**src/rtl/rmag_pkg.sv**
```systemverilog
package rmag_pkg;
    typedef enum logic [0:0] {
        ST_IDLE  = 1'b0,
        ST_VALID = 1'b1
    } rmag_state_e;
endpackage

```
**src/rtl/rmag_adder.sv**
```systemverilog
// Shift the segment up and add the offset, keeping the carry bit.
module rmag_adder #(
    parameter int SEG_W = 16,
    parameter int OFF_W = 16,
    parameter int SHIFT = 4,
    localparam int SUM_W = SEG_W + SHIFT + 1
) (
    input  logic [SEG_W-1:0] seg,
    input  logic [OFF_W-1:0] off,
    output logic [SUM_W-1:0] sum
);
    logic [SUM_W-1:0] seg_ext;
    logic [SUM_W-1:0] off_ext;

    always_comb begin
        seg_ext = {1'b0, seg, {SHIFT{1'b0}}};
        off_ext = SUM_W'(off);
        sum     = seg_ext + off_ext;
    end
endmodule

```
**src/rtl/rmag_gate.sv**
```systemverilog
// Registers the gate level and masks the top bit of the sum with it.
module rmag_gate #(
    parameter int SUM_W = 21
) (
    input  logic             clk,
    input  logic             rst,
    input  logic             gate_en,
    input  logic [SUM_W-1:0] sum_in,
    output logic [SUM_W-1:0] masked,
    output logic             top_bit
);
    logic gate_q;

    always_ff @(posedge clk) begin
        if (rst) gate_q <= 1'b0;
        else     gate_q <= gate_en;
    end

    always_comb begin
        top_bit = sum_in[SUM_W-1] & gate_q;
        masked  = {top_bit, sum_in[SUM_W-2:0]};
    end
endmodule

```
**src/rtl/rmag_top.sv**
```systemverilog
module rmag_top #(
    parameter int SEG_W = 16,
    parameter int OFF_W = 16,
    parameter int SHIFT = 4,
    localparam int ADDR_W = SEG_W + SHIFT + 1
) (
    input  logic              clk,
    input  logic              rst,
    input  logic              req,
    input  logic [SEG_W-1:0]  seg,
    input  logic [OFF_W-1:0]  off,
    input  logic              gate_en,
    output logic [ADDR_W-1:0] phys,
    output logic              valid,
    output logic              hma
);
    import rmag_pkg::*;

    rmag_state_e      state_q, state_d;
    logic [ADDR_W-1:0] sum_w, masked_w;
    logic              top_w;
    logic [ADDR_W-1:0] phys_q;
    logic              hma_q;

    rmag_adder #(.SEG_W(SEG_W), .OFF_W(OFF_W), .SHIFT(SHIFT)) u_add (
        .seg (seg),
        .off (off),
        .sum (sum_w)
    );

    rmag_gate #(.SUM_W(ADDR_W)) u_gate (
        .clk     (clk),
        .rst     (rst),
        .gate_en (gate_en),
        .sum_in  (sum_w),
        .masked  (masked_w),
        .top_bit (top_w)
    );

    // state register
    always_ff @(posedge clk) begin
        if (rst) state_q <= ST_IDLE;
        else     state_q <= state_d;
    end

    // next state
    always_comb begin
        state_d = state_q;
        unique case (state_q)
            ST_IDLE:  state_d = req ? ST_VALID : ST_IDLE;
            ST_VALID: state_d = req ? ST_VALID : ST_IDLE;
            default:  state_d = ST_IDLE;
        endcase
    end

    // result registers, loaded only on a request
    always_ff @(posedge clk) begin
        if (rst) begin
            phys_q <= '0;
            hma_q  <= 1'b0;
        end else if (req) begin
            phys_q <= masked_w;
            hma_q  <= top_w;
        end
    end

    // outputs
    always_comb begin
        valid = 1'b0;
        unique case (state_q)
            ST_IDLE:  valid = 1'b0;
            ST_VALID: valid = 1'b1;
            default:  valid = 1'b0;
        endcase
        phys = phys_q;
        hma  = hma_q;
    end
endmodule

```
**config.mk**
```make
export PLATFORM = sky130hd
export DESIGN_NAME = rmag_top
export DESIGN_NICKNAME = d
export VERILOG_FILES = /design/src/rtl/rmag_pkg.sv /design/src/rtl/rmag_adder.sv /design/src/rtl/rmag_gate.sv /design/src/rtl/rmag_top.sv
export SDC_FILE = /design/constraint.sdc
export NUM_CORES = 1
export LEC_CHECK = 0
export BUFFER_PORTS_ARGS = -buffer_cell sky130_fd_sc_hd__buf_4
export CAP_MARGIN = 25
export CORE_MARGIN = 2
export CORE_UTILIZATION = 25
export DETAILED_ROUTE_END_ITERATION = 10
export SLEW_MARGIN = 20
export SYNTH_ARGS = -nofsm -noshare
export SYNTH_HDL_FRONTEND = slang
export SYNTH_HIERARCHICAL = 1
export SYNTH_SLANG_ARGS = --single-unit
```
**constraint.sdc**
```tcl
create_clock -name clk -period 2.6 [get_ports clk]
set_input_delay 0.13 -clock clk [delete_from_list [all_inputs] [get_ports clk]]
set_output_delay 0.13 -clock clk [all_outputs]
set_load 0.01 [all_outputs]
```
==> summary.md <==
| Metric | Value |
|---|---|
| I/O Buffers | `58` |
| Slew Viols, Final | `0` |
| Width of the die | `86.7 um` |
| Hold_buf cts | `0` |
| Largest net degree at the start of global routing | `25` |
| DRC | `0` |
| Final Skew | `0.000778 ns` |
| Slowest cell on the critical path | `fa_1` |
| Final worst path period need | `2.13 ns` |
| Setup crit start kind | `input port` |
| DRT Wirelength | `3.55 mm` |
| Clock Latency Late Sink | `0.26 ns` |
| Core Util, Final | `0.306` |
| Placeable core region | `6720 um2` |
| GRT Total Usage | `0.0994` |
| Number of register bits inferred by synthesis | `24` |
| Top_reg_cell synth | `dfxtp_1` |
| Routability cong. | `0.826` |
| Unrepaired setup endpoints after global routing | `false` |
| Pwr dens | `487 nW/um2` |
| Worst-path clk slew | `0.09 ns` |
| CTS tree | `done` |
| H-tree Lvls | `1` |
| Pre-antenna DRT Iters | `4` |
| Post-synth EDFFs | `0` |
| CP delay by family, top | `compound AO/OA/AOI/OAI gates` |
| Commonest cells post-synth | `nor2_1, buf_4, dfxtp_1` |
| Antenna cells | `0` |
| Synth Warn # | `6` |
| CP Depth | `11` |
| Final period util | `0.821` |
| Fmax achieved | `469 MHz` |
| Syn Nets | `230` |
| CTS buffer count | `3` |
| Synth top area cells | `dfxtp_1, mux2i_1, buf_4` |
| Worst Tran Pin Value | `0.442 ns` |
| Placed Instance Area | `2000 um2` |
| # rows | `30` |
| Worst hold stages | `2` |
| DR vias | `1272` |
| VDD IR-drop max | `0.000159 V` |
| Initial Utilization | `0.255` |
| Crit Path Max Fanout | `3` |
| Number of antenna violations at the first check in global routing | `0` |
| Slew margin rel. | `0.702` |
| CTS root buffer | `clkbuf_8` |
| CP bufs+invs | `1` |
| Setup_tns | `0 ns` |
| First-pass GRT wire length | `5.97 mm` |
| CTS Sinks | `24` |
| Hold WC Path Type | `input port to flop` |
| Detail Route Antenna Nets | `0` |
| Top cell type's share of synthesized area | `0.281` |
| Die Area | `7520 um2` |
| DRT iter0 DRCs | `22` |
| Via-per-instance ratio | `4.34` |
| Largest area contributor in the netlist | `dfxtp_1` |
| Post-cts gate resize count | `0` |
| Critical path endpoint category | `flop` |
| Fin. Hold Viols | `0` |
| Chip height | `86.7 um` |
| Crit-path cells | `buf_4 > ha_1 > fa_1 > a21o_1 > a221oi_2 > o221ai_2 > nor2_2 > and3b_1 > and2_1 > mux2i_1 > nor2_1` |
| HPWL after DPL | `2.81 mm` |
| Post-synth ARST share | `0` |
| NumNets Final | `263` |
| Final Cell Area | `2050 um2` |
| Outcome | `complete, no violations` |
| Yosys cell types | `40` |
| # IOs | `59` |
| Max-Cap Viols | `0` |
| Post-Synthesis Mean Instance Area | `9.45 um2` |
| Gr ovfl total | `0` |
| WS Path Type | `input port to flop` |
| Fillers | `714` |
| Layout area overhead | `20.0%` |
| P_leak | `1.01 nW` |
| Crit path largest cell delay | `0.41 ns` |
| Share of cells above drive strength 1 | `0.338` |
| Post-CTS setup buffer count | `0` |
| Final setup viols | `0` |
| Worst path arrival time | `2.29 ns` |
| Worst-case clock buffer depth | `2` |
| Sequential-to-total area share from yosys stat | `0.281` |
| Per-cell routed wire length | `12.1 um` |
| Reg2Reg Depth | `3` |
| Most frequent cell after synthesis | `nor2_1` |
| Cells after Synth | `181` |
| Worst EP required | `2.75 ns` |
| Vias in the first global route | `1250` |
| Synthesized cell area | `1710 um2` |
==> registers in the layout (all words and copies together), names as in the netlist <==
| register | count |
|---|---|
| state_q | 1 |
| hma | 1 |
| u_gate/gate_q | 1 |
| phys | 21 |
==> metal layers <==
| metal | track usage | wire (um) | vias up |
|---|---|---|---|
| met1 | 0.140 | 1750 | 567 |
| met2 | 0.154 | 1600 | 34 |
| li1 | - | - | 669 |
| met4 | 0.0426 | 40 | 0 |
| met3 | 0.0105 | 162 | 2 |
| met5 | 0 | 0 | - |
==> power by group <==
part	switching, mW	internal (mW)	leakage, nW
registers	0.0153	0.399	0.198
logic	0.156	0.171	0.781
clock network	0.124	0.135	0.0288
==> worst register-to-register path, cell delays in order, from the launching register on <==
cell     delay [ns]
dfxtp_1        0.30
and2_1         0.14
mux2i_1        0.13
nor2_1         0.05
==> area by class of cell <==
type | instances | area [um2] | share of cell area
clock buffer | 4 | 55.1 | 0.0268
inverter | 2 | 7.51 | 0.00366
multi-input combinational | 125 | 975 | 0.475
sequential | 24 | 480 | 0.234
tap | 80 | 100 | 0.0488
timing repair buffer | 58 | 435 | 0.212
==> path summary, 6_finish.rpt <==
path,start,endpoint,slack [ns]
worst max-delay path,seg[0],phys[20]$_SDFFE_PP0P_,0.47
worst min-delay path,gate_en,u_gate/gate_q$_SDFF_PP0_,0.09
worst max register to register,u_gate/gate_q$_SDFF_PP0_,phys[20]$_SDFFE_PP0P_,1.88
worst min register to register,phys[7]$_SDFFE_PP0P_,phys[7]$_SDFFE_PP0P_,0.50
==> cell usage in the layout (no fill, tap or decap), types with 2 or more instances in the layout <==
cell type  instances
nand3b_1           2
and3_1             4
xor2_1             5
dfxtp_1           24
and2_1             2
a211oi_1           2
nor2_1            26
buf_4             58
mux2i_1           22
nand2_1            6
ha_1              12
clkbuf_8           4
xnor2_1            9
a21o_1             5
inv_1              2
nor2b_1            3
a21oi_1            7
==> per-stage QoR <==
| step | total power, mW | hold WS [ns] | std cells | setup WS [ns] |
|---|---|---|---|---|
| after floorplan | 0.701 | 0.194 | 181 | 0.389 |
| after global placement | 0.750 | 0.366 | 289 | 0.241 |
| after detailed placement | 0.754 | 0.366 | 289 | 0.170 |
| after CTS | 1.02 | 0.0817 | 293 | 0.466 |
| after global routing | 1.07 | 0.0831 | 293 | 0.363 |
| final | 1.00 | 0.0858 | 293 | 0.466 |
==> cell families (layout without fill, tap and decap cells) <==
logic type	count (synthesis)	in the layout	synth area share
buf+inv	32	64	0.149
simple gates	49	49	0.139
mux	22	22	0.129
flops	24	24	0.281
fa+ha+maj	13	13	0.0995
compound gates	27	27	0.131
xor+xnor	14	14	0.0717
Note: power is estimated with default switching activity, not from simulation.
